<file path="src/rtl/cbt_pkg.sv">
package cbt_pkg;
    typedef enum logic [1:0] {
        SEG_IDLE = 2'd0,
        SEG_SYNC = 2'd1,
        SEG_PH1  = 2'd2,
        SEG_PH2  = 2'd3
    } seg_e;
endpackage

</file>
<file path="src/rtl/cbt_cfg_regs.sv">
module cbt_cfg_regs #(
    parameter int REG_W = 16
) (
    input  logic             clk,
    input  logic             rst_n,
    input  logic             cfg_we,
    input  logic [REG_W-1:0] cfg_wdata,
    input  logic             mode_we,
    input  logic             mode_wdata,
    input  logic             bus_off,
    output logic [REG_W-1:0] cfg_q,
    output logic             reset_mode
);
    typedef struct packed {
        logic [REG_W-1:0] cfg;
        logic             rmode;
    } cfg_st_t;

    cfg_st_t st_d, st_q;

    always_comb begin
        st_d = st_q;
        if (cfg_we && st_q.rmode) begin
            st_d.cfg = cfg_wdata;
        end
        if (mode_we) begin
            st_d.rmode = mode_wdata;
        end
        if (bus_off) begin
            st_d.rmode = 1'b1;
        end
    end

    always_ff @(posedge clk or negedge rst_n) begin
        if (!rst_n) begin
            st_q <= '{cfg: '0, rmode: 1'b1};
        end else begin
            st_q <= st_d;
        end
    end

    assign cfg_q      = st_q.cfg;
    assign reset_mode = st_q.rmode;
endmodule

</file>
<file path="src/rtl/cbt_quantum_gen.sv">
module cbt_quantum_gen #(
    parameter int BRP_W = 6
) (
    input  logic             clk,
    input  logic             rst_n,
    input  logic             run,
    input  logic [BRP_W-1:0] brp,
    output logic             tick
);
    logic [BRP_W-1:0] cnt_d, cnt_q;

    always_comb begin
        if (!run) begin
            cnt_d = '0;
        end else if (cnt_q == brp) begin
            cnt_d = '0;
        end else begin
            cnt_d = cnt_q + BRP_W'(1);
        end
    end

    always_ff @(posedge clk or negedge rst_n) begin
        if (!rst_n) begin
            cnt_q <= '0;
        end else begin
            cnt_q <= cnt_d;
        end
    end

    assign tick = run && (cnt_q == brp);
endmodule

</file>
<file path="src/rtl/cbt_vote.sv">
module cbt_vote #(
    parameter int TAPS = 3
) (
    input  logic [TAPS-1:0] taps,
    input  logic            triple,
    output logic            value
);
    localparam int CW = $clog2(TAPS + 1);

    logic [CW-1:0] ones;

    always_comb begin
        ones = '0;
        for (int i = 0; i < TAPS; i++) begin
            ones = ones + CW'(taps[i]);
        end
        value = triple ? (ones > CW'(TAPS / 2)) : taps[0];
    end
endmodule

</file>
<file path="src/rtl/cbt_seg_fsm.sv">
module cbt_seg_fsm
    import cbt_pkg::*;
#(
    parameter int PH1_W     = 4,
    parameter int PH2_W     = 3,
    parameter int SJW_W     = 2,
    parameter int IDLE_BITS = 11
) (
    input  logic             clk,
    input  logic             rst_n,
    input  logic             run,
    input  logic             tick,
    input  logic             rx,
    input  logic             vote,
    input  logic [PH1_W-1:0] ph1,
    input  logic [PH2_W-1:0] ph2,
    input  logic [SJW_W-1:0] sjw,
    output logic [1:0]       hist,
    output logic             bit_start,
    output logic             sample_stb,
    output logic             sample_val
);
    localparam int CNT_W = $clog2((1 << PH1_W) + (1 << SJW_W) + 1);
    localparam int RC_W  = $clog2(IDLE_BITS + 1);

    typedef struct packed {
        seg_e             seg;
        logic [CNT_W-1:0] pos;
        logic [CNT_W-1:0] fin;
        logic             rok;
        logic [1:0]       hist;
        logic [RC_W-1:0]  rcnt;
        logic             bs;
        logic             ss;
        logic             sv;
    } fsm_st_t;

    localparam fsm_st_t ST_RST = '{
        seg: SEG_IDLE, pos: '0, fin: '0, rok: 1'b0, hist: 2'b11,
        rcnt: '0, bs: 1'b0, ss: 1'b0, sv: 1'b1
    };

    fsm_st_t          st_d, st_q;
    logic [CNT_W-1:0] len1_m1, len2_m1, jmp, err, fin_c;
    logic             edge_seen;

    always_comb begin
        len1_m1   = CNT_W'(ph1);
        len2_m1   = CNT_W'(ph2);
        jmp       = CNT_W'(sjw) + CNT_W'(1);
        err       = '0;
        fin_c     = st_q.fin;
        edge_seen = st_q.hist[0] & ~rx;
        st_d      = st_q;
        st_d.bs   = 1'b0;
        st_d.ss   = 1'b0;
        if (!run) begin
            st_d = ST_RST;
        end else if (tick) begin
            st_d.hist = {st_q.hist[0], rx};
            unique case (st_q.seg)
                SEG_IDLE: begin
                    if (edge_seen) begin
                        st_d.bs  = 1'b1;
                        st_d.seg = SEG_PH1;
                        st_d.pos = '0;
                        st_d.fin = len1_m1;
                        st_d.rok = 1'b0;
                    end
                end
                SEG_SYNC: begin
                    st_d.bs  = 1'b1;
                    st_d.seg = SEG_PH1;
                    st_d.pos = '0;
                    st_d.fin = len1_m1;
                end
                SEG_PH1: begin
                    if (edge_seen && st_q.rok) begin
                        err      = st_q.pos + CNT_W'(1);
                        fin_c    = st_q.fin + ((err < jmp) ? err : jmp);
                        st_d.rok = 1'b0;
                    end
                    if (st_q.pos == fin_c) begin
                        st_d.ss  = 1'b1;
                        st_d.sv  = vote;
                        st_d.rok = 1'b1;
                        st_d.seg = SEG_PH2;
                        st_d.pos = '0;
                        st_d.fin = len2_m1;
                        if (vote) begin
                            if (st_q.rcnt == RC_W'(IDLE_BITS - 1)) begin
                                st_d.seg  = SEG_IDLE;
                                st_d.rcnt = '0;
                                st_d.rok  = 1'b0;
                            end else begin
                                st_d.rcnt = st_q.rcnt + RC_W'(1);
                            end
                        end else begin
                            st_d.rcnt = '0;
                        end
                    end else begin
                        st_d.pos = st_q.pos + CNT_W'(1);
                        st_d.fin = fin_c;
                    end
                end
                SEG_PH2: begin
                    err = st_q.fin - st_q.pos + CNT_W'(1);
                    if (edge_seen && st_q.rok) begin
                        st_d.rok = 1'b0;
                        if (err <= jmp) begin
                            st_d.bs  = 1'b1;
                            st_d.seg = SEG_PH1;
                            st_d.pos = '0;
                            st_d.fin = len1_m1;
                        end else begin
                            fin_c = st_q.fin - jmp;
                            if (st_q.pos == fin_c) begin
                                st_d.seg = SEG_SYNC;
                                st_d.pos = '0;
                            end else begin
                                st_d.pos = st_q.pos + CNT_W'(1);
                                st_d.fin = fin_c;
                            end
                        end
                    end else if (st_q.pos == st_q.fin) begin
                        st_d.seg = SEG_SYNC;
                        st_d.pos = '0;
                    end else begin
                        st_d.pos = st_q.pos + CNT_W'(1);
                    end
                end
                default: st_d = ST_RST;
            endcase
        end
    end

    always_ff @(posedge clk or negedge rst_n) begin
        if (!rst_n) begin
            st_q <= ST_RST;
        end else begin
            st_q <= st_d;
        end
    end

    assign hist       = st_q.hist;
    assign bit_start  = st_q.bs;
    assign sample_stb = st_q.ss;
    assign sample_val = st_q.sv;
endmodule

</file>
<file path="src/rtl/can_bit_timer.sv">
module can_bit_timer #(
    parameter int BRP_W     = 6,
    parameter int SJW_W     = 2,
    parameter int PH1_W     = 4,
    parameter int PH2_W     = 3,
    parameter int IDLE_BITS = 11,
    localparam int REG_W    = BRP_W + SJW_W + PH1_W + PH2_W + 1
) (
    input  logic             clk,
    input  logic             rst_n,
    input  logic             cfg_we,
    input  logic [REG_W-1:0] cfg_wdata,
    input  logic             mode_we,
    input  logic             mode_wdata,
    input  logic             bus_off,
    input  logic             rx,
    output logic [REG_W-1:0] cfg_q,
    output logic             reset_mode,
    output logic             bit_start,
    output logic             sample_stb,
    output logic             sample_val
);
    localparam int SJW_LSB    = BRP_W;
    localparam int PH1_LSB    = SJW_LSB + SJW_W;
    localparam int PH2_LSB    = PH1_LSB + PH1_W;
    localparam int TRIPLE_BIT = PH2_LSB + PH2_W;

    logic       tick;
    logic       vote;
    logic [1:0] hist;

    cbt_cfg_regs #(.REG_W(REG_W)) u_cfg (
        .clk        (clk),
        .rst_n      (rst_n),
        .cfg_we     (cfg_we),
        .cfg_wdata  (cfg_wdata),
        .mode_we    (mode_we),
        .mode_wdata (mode_wdata),
        .bus_off    (bus_off),
        .cfg_q      (cfg_q),
        .reset_mode (reset_mode)
    );

    cbt_quantum_gen #(.BRP_W(BRP_W)) u_tq (
        .clk   (clk),
        .rst_n (rst_n),
        .run   (!reset_mode),
        .brp   (cfg_q[BRP_W-1:0]),
        .tick  (tick)
    );

    cbt_vote #(.TAPS(3)) u_vote (
        .taps   ({hist, rx}),
        .triple (cfg_q[TRIPLE_BIT]),
        .value  (vote)
    );

    cbt_seg_fsm #(
        .PH1_W     (PH1_W),
        .PH2_W     (PH2_W),
        .SJW_W     (SJW_W),
        .IDLE_BITS (IDLE_BITS)
    ) u_fsm (
        .clk        (clk),
        .rst_n      (rst_n),
        .run        (!reset_mode),
        .tick       (tick),
        .rx         (rx),
        .vote       (vote),
        .ph1        (cfg_q[PH1_LSB +: PH1_W]),
        .ph2        (cfg_q[PH2_LSB +: PH2_W]),
        .sjw        (cfg_q[SJW_LSB +: SJW_W]),
        .hist       (hist),
        .bit_start  (bit_start),
        .sample_stb (sample_stb),
        .sample_val (sample_val)
    );
endmodule

</file>
<file path="config.mk">
export PLATFORM = sky130hd
export DESIGN_NAME = can_bit_timer
export DESIGN_NICKNAME = d
export VERILOG_FILES = /design/src/rtl/cbt_pkg.sv /design/src/rtl/cbt_cfg_regs.sv /design/src/rtl/cbt_quantum_gen.sv /design/src/rtl/cbt_vote.sv /design/src/rtl/cbt_seg_fsm.sv /design/src/rtl/can_bit_timer.sv
export SDC_FILE = /design/constraint.sdc
export NUM_CORES = 1
export LEC_CHECK = 0
export BUFFER_PORTS_ARGS = -buffer_cell sky130_fd_sc_hd__buf_2
export CAP_MARGIN = 20
export CORE_MARGIN = 2
export CORE_UTILIZATION = 59
export DETAILED_ROUTE_END_ITERATION = 8
export GPL_TIMING_DRIVEN = 0
export PLACE_DENSITY = 0.81
export SLEW_MARGIN = 0
export SYNTH_ARGS = -nofsm -noshare
export SYNTH_HDL_FRONTEND = slang
export SYNTH_HIERARCHICAL = 1
export SYNTH_SLANG_ARGS = --single-unit
</file>
<file path="constraint.sdc">
create_clock -name clk -period 5.1 [get_ports clk]
set_input_delay 0.255 -clock clk [delete_from_list [all_inputs] [get_ports clk]]
set_output_delay 0.255 -clock clk [all_outputs]
set_load 0.05 [all_outputs]
</file>
==> metrics, run 1 <==
status=finished, final reports clean; GPL Wtd Cong=about 0.95; crit-path max FO=10; die area=about 0.0063 mm^2; hold crit path type=in -> reg; Primary FF master, synth=dfrtp_1; total track usage=0.261; highest cell delay on the worst timing path=around 0.46 ns; Relative slew margins=0.506; Initial Utilization=0.608; initial antenna violation count=0; RSZ-0062 raised after global routing=false; site row count=27; pin count of the biggest net entering global routing=46; fin. max-slew vios=0; WL final=approximately 7.6 mm; drt drc=0; layout overhead on the synthesized area=13.0%; Core ar.=approximately 0.0055 mm^2; FF+latch count, synth=45; hpwl dp=~5.7 mm; Setup CP Type=reg -> reg; final setup fails=0; R2R setup slack=around 0.51 ns; critical-path cell list=ha_1, inv_1, ha_1, a21boi_0, o21ai_0, nand3_1, nor2_1, a21oi_1, ha_1, fa_1, xor2_1, mux2i_2, xnor2_1, a2111oi_2, nand3_2, buf_6, or3_1, a32o_1; DRT iter0 DRCs=roughly 170; remaining global-route overflow=0; Worst setup SP type=flop; clock tree buffer depth=2; Critical Path End Type=flop; post-synthesis sequential area ratio=0.338; worst r2r dst=u_fsm/st_q[12]$_DFFE_PN0P_; CP Data Arrival Time=4.79 ns; first-pass GRT wire length=around 13 mm; diodes inserted=0; IO Pins=43; latest clock arrival within the worst-skew pair=a little over 0.3 ns; TritonCTS clock tree=built; Layout Cells excl Fill=464; cell with the most instances after synthesis=dfrtp_1; I/O Buffers=42; Inst Count DP=~450; worst r2r src=u_cfg/cfg_q[6]$_DFFE_PN0P_; nets=approximately 440; post-layout util=0.687; R2R depth=18; Final WS setup=0.513 ns; top cells by area, synth=dfrtp_1 31%, ha_1 9.3%, mux2_4 4.5%; Worst EP required=approximately 5.3 ns; Die H=about 80 um; dpl ws=0.555 ns; 1st-pass router iterations=6; Hold Vio Cnt, Final=0; cell count after synthesis=340; share of the synthesized area in the top cell type=0.307; post-route ant nets=0; Peak Freq=between 0.2 and 0.25 GHz; fraction of registers with async set/reset=1.00; met2 routed WL=roughly 3.9 mm; met3 WL=between 400 and 500 um; max layer used=met4; Worst Setup SP=u_cfg/cfg_q[6]$_DFFE_PN0P_; Final Skew=between 0.01 and 0.015 ns; post-CTS sizing=0; Post-synth EDFFs=0; Metal-1 WL=3.20 mm; via count=~2800; wire per inst=approximately 16 um; clk root buf=clkbuf_8; Max H-tree Level=2; Post-CTS Setup Repair Bufs=0; share of layout cells above drive strength 1=0.222; total negative slack=0 ns; PwrDens=roughly 250 mW/mm^2; CP endpoint=u_fsm/st_q[12]$_DFFE_PN0P_; Yosys top cell by area=dfrtp_1; synth unique cells=68; Worst Tran Pin Value=between 0.7 and 0.8 ns; synth warn=6; CTS sink cnt=45; vias in the first global route=2758; CTS buffer count=5; Post-synth top cells=41 x dfrtp_1, 25 x ha_1, 25 x nand2_1, 24 x inv_1, 16 x nand3_1; slowest library cell on the worst path=dfrtp_1; synthesized area=roughly 0.0033 mm^2; maxcap violations=0; min Tclk post-route=roughly 4.6 ns; clk slew on worst S/H paths=0.09 ns; Mean Syn Cell Area=approximately 9.8 um^2; routed vias/inst=about 6; cell repeated most along the worst path=ha_1; Final Cycle Share=0.899; Static Leak=around 1.8 nW; syn_nets=391; maximum vdd ir drop=about 0.19 mV; die width=between 70 and 80 um; Final Total Pwr=about 0.93 mW
[worst min-delay path by stage]
stage	start	to	slack (ns)	depth (start not counted)
after floorplan	rst_n	u_cfg/cfg_q[0]$_DFFE_PN0P_	-0.04	0
after global placement	bus_off	u_cfg/reset_mode$_DFFE_PN1P_	0.45	2
after detailed placement	bus_off	u_cfg/reset_mode$_DFFE_PN1P_	0.45	2
after CTS	bus_off	u_cfg/reset_mode$_DFFE_PN1P_	0.13	2
after global routing	bus_off	u_cfg/reset_mode$_DFFE_PN1P_	0.14	2
final	bus_off	u_cfg/reset_mode$_DFFE_PN1P_	0.13	2
[power by group]
group	internal [mW]	switching, mW	leakage (nW)
sequential	0.377	0.0222	0.578
clock	0.125	0.130	0.0549
combinational	0.0988	0.181	1.13
[layout make-up]
class / count / area, um^2
Multi-Input combinational cell: 256 / 2030
Fill cell: 415 / 1730
Sequential cell: 45 / 1130
Timing Repair Buffer: 44 / 240
Clock buffer: 7 / 96.3
Buffer: 15 / 96.3
Inverter: 24 / 90.1
Tap cell: 72 / 90.1
Clock inverter: 1 / 8.76
[repair_timing]
action | in CTS | in global routing
setup endpoints to repair | 0 | 0
hold endpoints to repair | 0 | 5
hold buffers | 0 | 1
[metrics by stage]
step | hold slack (ns) | instance area [um^2]
6_report | 0.132 | 3780
5_1_grt | 0.142 | 3780
4_1_cts | 0.130 | 3750
3_5_place_dp | 0.451 | 3650
3_3_place_gp | 0.448 | 3650
2_1_floorplan | -0.0406 | 3350
[state kept, by name (all words and copies together), names as in the netlist]
signal	count
u_fsm/st_q	17
u_cfg/cfg_q	16
u_tq/cnt_q	6
u_fsm/hist	2
u_cfg/reset_mode	1
u_fsm/bit_start	1
u_fsm/sample_stb	1
u_fsm/sample_val	1
[cell families after synthesis]
logic type / after synthesis / share of synthesized area
compound gates: 80 / 0.168
xor+xnor: 27 / 0.0770
fa+ha+maj: 28 / 0.111
buf+inv: 39 / 0.0557
flops: 45 / 0.338
mux: 26 / 0.0961
other cells: 1 / 0.00112
simple gates: 94 / 0.153
[cells in the final DEF (no fill, tap or decap), types with 3 or more instances in the layout]
cell type  Yosys  layout
a211o_1        3       3
a211oi_1       6       6
a21oi_1       14      14
a32o_1         3       3
and2_1         3       3
buf_2          1      43
clkbuf_1       9       9
clkbuf_8       0       7
dfrtp_1       41      41
dfstp_2        4       4
fa_1           3       3
ha_1          25      25
inv_1         24      24
mux2_2         6       6
mux2_4        10      10
mux2i_1        9       9
nand2_1       25      25
nand3_1       16      16
nand3b_1       3       3
nor2_1        14      14
nor2b_1        8       8
nor3_1         5       5
o2111ai_1      3       3
o21ai_0       13      13
o21ai_1        6       6
o31ai_1        3       3
or3_1          3       3
xnor2_1       10      10
xor2_1        15      15
[critical path, delay by kind of cell (launching register included)]
family	cells	cell delay, ns
adder cells (fa/ha/maj)	4	1.34
AO/OA/AOI/OAI	5	1.00
AND/OR/NAND/NOR	4	0.91
flip-flops	1	0.46
buffers and inverters	2	0.32
XOR/XNOR	2	0.27
multiplexers	1	0.20
[routing by layer]
layer,track usage,vias up
met4,0.0948,0
met5,0,-
met2,0.434,80
met3,0.0409,14
met1,0.346,1362
li1,-,1321
Note: power is estimated with default switching activity, not from simulation.
==> run 2: changes to the inputs <==
--- a/config.mk
+++ b/config.mk
@@ -15,5 +15,4 @@
 export SLEW_MARGIN = 0
 export SYNTH_ARGS = -nofsm -noshare
 export SYNTH_HDL_FRONTEND = slang
-export SYNTH_HIERARCHICAL = 1
 export SYNTH_SLANG_ARGS = --single-unit
==> constraint.sdc (replaced) <==
create_clock -name clk -period 5.14 [get_ports clk]
set_input_delay 0.257 -clock clk [delete_from_list [all_inputs] [get_ports clk]]
set_output_delay 0.257 -clock clk [all_outputs]
set_load 0.05 [all_outputs]
==> run 2 against run 1 <==
Compared with the run above: clock power rose by 9.4%; critical path depth fell by 3; core utilization barely moved; largest power group unchanged; critical endpoint is now u_fsm.st_q[10]$_DFFE_PN0P_; sequential share of layout area rose by 0.17 points; area after synthesis fell by 0.82%.
==> metrics, run 2 <==
status=finished, final reports clean; Critical Path End Type=flop; critical hold path startpoint=mode_we; RSZ-0062 raised after global routing=false; TritonCTS clock tree=built; WHS Endpoint=u_cfg.reset_mode$_DFFE_PN1P_; hpwl dp=5.72 mm (+0.12%); vias in the first global route=2688 (-2.5%); CP delay by family, top=compound AO/OA/AOI/OAI gates; Hold Vio Cnt, Final=0 (unchanged); worst r2r src=u_fsm.st_q[16]$_DFFE_PN0P_; Post-synth EDFFs=0 (unchanged); most frequent cells in the layout=45 x buf_2, 41 x dfrtp_1, 30 x nand2_1; site row count=27 (unchanged); top cells by area, synth=dfrtp_1 31%, ha_1 9.4%, mux2_2 6.4%; commonest non-fill, non-tap cell in the layout=buf_2; Static Leak=1.74 nW (-1.5%); Mean Syn Cell Area=9.51 um^2 (-3.4%); die width=79.0 um (-0.39%); critical-path cell list=ha_1, nand2b_1, nand2_1, ha_1, a211oi_1, mux2i_1, ha_1, fa_1, xnor2_1, xnor2_1, o31ai_1, o2111ai_2, mux2_2, a221oi_1, o21ai_0; CTS sink cnt=45 (unchanged); syn_nets=400 (+2.3%); slowest library cell on the worst path=dfrtp_1; die area=0.00624 mm^2 (-0.78%); WP buf/inv=0 (-2); 1st-pass router iterations=5 (-1); diodes inserted=0 (unchanged); via count=2813 (+1.3%); Setup CP Type=reg -> reg; layout overhead on the synthesized area=13.3%; share of layout cells above drive strength 1=0.229 (+0.00749); worst r2r dst=u_fsm.st_q[10]$_DFFE_PN0P_; cell with the most instances after synthesis=dfrtp_1; initial antenna violation count=0 (unchanged); Max H-tree Level=2 (unchanged); synth unique cells=59 (-13%); Final Total Pwr=0.958 mW (+2.5%); Post-synth top cells=41 x dfrtp_1, 30 x nand2_1, 27 x inv_1, 26 x nor2_1, 25 x ha_1; CTS buffer count=5 (unchanged); hold crit path type=in -> reg; Post-CTS Setup Repair Bufs=0 (unchanged); final setup fails=0 (unchanged); Worst Hold Depth=2 (unchanged); clock tree buffer depth=2 (unchanged); Final Cycle Share=0.920 (+0.0208); post-synthesis sequential area ratio=0.341 (+0.00280); cell count after synthesis=349 (+2.6%); clk slew on worst S/H paths=0.10 ns (about the same); routed vias/inst=5.95 (-0.63%); FF+latch count, synth=45 (unchanged); nets=451 (+2.0%); max FFs per register=17 (unchanged); total negative slack=0 ns (unchanged); Yosys top cell by area=dfrtp_1; maxcap violations=0 (unchanged); CP Depth=15 (-3); I/O Buffers=42 (unchanged); PwrDens=255 mW/mm^2 (+3.1%); pin count of the biggest net entering global routing=46 (unchanged); synth warn=0 (-6); Worst setup SP type=flop; DRT iter0 DRCs=238 (+38%); latest clock arrival within the worst-skew pair=0.32 ns (about the same); drt drc=0 (unchanged); post-route ant nets=0 (unchanged); fraction of registers with async set/reset=1.00 (unchanged); IO Pins=43 (unchanged); fin. max-slew vios=0 (unchanged); Initial Utilization=0.606 (-0.00128); Final Skew=0.0207 ns (+0.00940 ns); wire per inst=15.9 um (-3.7%); min Tclk post-route=4.73 ns (+0.143 ns); hold buffer count at CTS=0 (unchanged); Peak Freq=0.211 GHz (-3.0%); Worst EP required=5.32 ns (+0.02 ns); GPL Wtd Cong=0.900 (-5.1%); WL final=7.51 mm (-1.8%); clk root buf=clkbuf_8; highest cell delay on the worst timing path=0.57 ns (+0.11 ns); remaining global-route overflow=0 (unchanged); Worst Tran Pin Value=0.630 ns (-0.107 ns); maximum vdd ir drop=0.210 mV (+11%); R2R depth=15 (-3); Relative slew margins=0.578 (+0.0728); CP Data Arrival Time=4.91 ns (+0.12 ns); cell repeated most along the worst path=ha_1; total track usage=0.259 (-0.00196); first-pass GRT wire length=12.7 mm (-1.1%); synthesized area=0.00332 mm^2 (-0.82%); Core ar.=0.00547 mm^2 (-0.61%); share of the synthesized area in the top cell type=0.309 (+0.00254); R2R setup slack=0.41 ns (-0.10 ns); crit-path max FO=9 (-1); Primary FF master, synth=dfrtp_1; Die H=79.0 um (-0.39%); Top reg by flops=u_fsm.st_q; post-CTS sizing=0 (unchanged)
## run 2: changes by cell type after synthesis, moves of 5 or more
cell      before  now
mux2_2         6   19
mux2_4        10    0
mux2i_1        9    4
nand2_1       25   30
nand2b_1       1    6
nor2_1        14   26
nor2b_1        8    2
o21ai_1        6    1
xnor2_1       10   21
## run 2: power breakdown
group / switching [mW] / internal (mW)
Combinational: 0.183 / 0.0989
Clock: 0.134 / 0.146
Sequential: 0.0207 / 0.375
## run 2: worst max path at each step
stage	from	endpoint	slack (ns)
floorplan	u_cfg.cfg_q[6]$_DFFE_PN0P_	u_fsm.st_q[19]$_DFFE_PN0P_	0.82
global placement	u_cfg.cfg_q[6]$_DFFE_PN0P_	u_fsm.st_q[19]$_DFFE_PN0P_	0.57
detailed placement	u_cfg.cfg_q[6]$_DFFE_PN0P_	u_fsm.st_q[19]$_DFFE_PN0P_	0.52
CTS	u_fsm.st_q[16]$_DFFE_PN0P_	u_fsm.st_q[19]$_DFFE_PN0P_	0.50
global route	u_fsm.st_q[16]$_DFFE_PN0P_	u_fsm.st_q[4]$_DFFE_PN0P_	0.13
finish	u_fsm.st_q[16]$_DFFE_PN0P_	u_fsm.st_q[10]$_DFFE_PN0P_	0.41
## run 2: layout make-up
class	count	area, um^2
Buffer	13	82.6
Clock buffer	6	72.6
Clock inverter	2	38.8
Fill cell	454	1710
Inverter	27	101
Multi-Input combinational cell	264	2000
Sequential cell	45	1130
Tap cell	72	90.1
Timing Repair Buffer	44	240
## run 2: cells by family (layout without fill, tap and decap cells)
family | count (synthesis) | after routing | share of synthesized area
compound gates | 76 | 76 | 0.173
xor+xnor | 33 | 33 | 0.0894
fa+ha+maj | 28 | 28 | 0.112
buf+inv | 40 | 92 | 0.0554
flops | 45 | 45 | 0.341
mux | 23 | 23 | 0.0765
other cells | 1 | 1 | 0.00113
simple gates | 103 | 103 | 0.151
## run 2: metrics by stage
stage                     utilization  hold WS, ns  worst slack (ns)  instance area [um^2]  instances
final                           0.687        0.127             0.410                  3760        473
after global routing            0.687        0.137             0.129                  3760        473
after CTS                       0.682        0.128             0.504                  3730        471
after detailed placement        0.661        0.447             0.515                  3620        463
after global placement          0.661        0.430             0.572                  3620        463
after floorplan                     -      -0.0386             0.821                  3320        349
## run 2: metal layers
metal,vias up,track usage,part of all wire
met1,1355,0.371,0.46
met5,-,0,0
met2,93,0.406,0.48
met4,0,0.0879,0.018
met3,18,0.0375,0.048
li1,1347,-,-
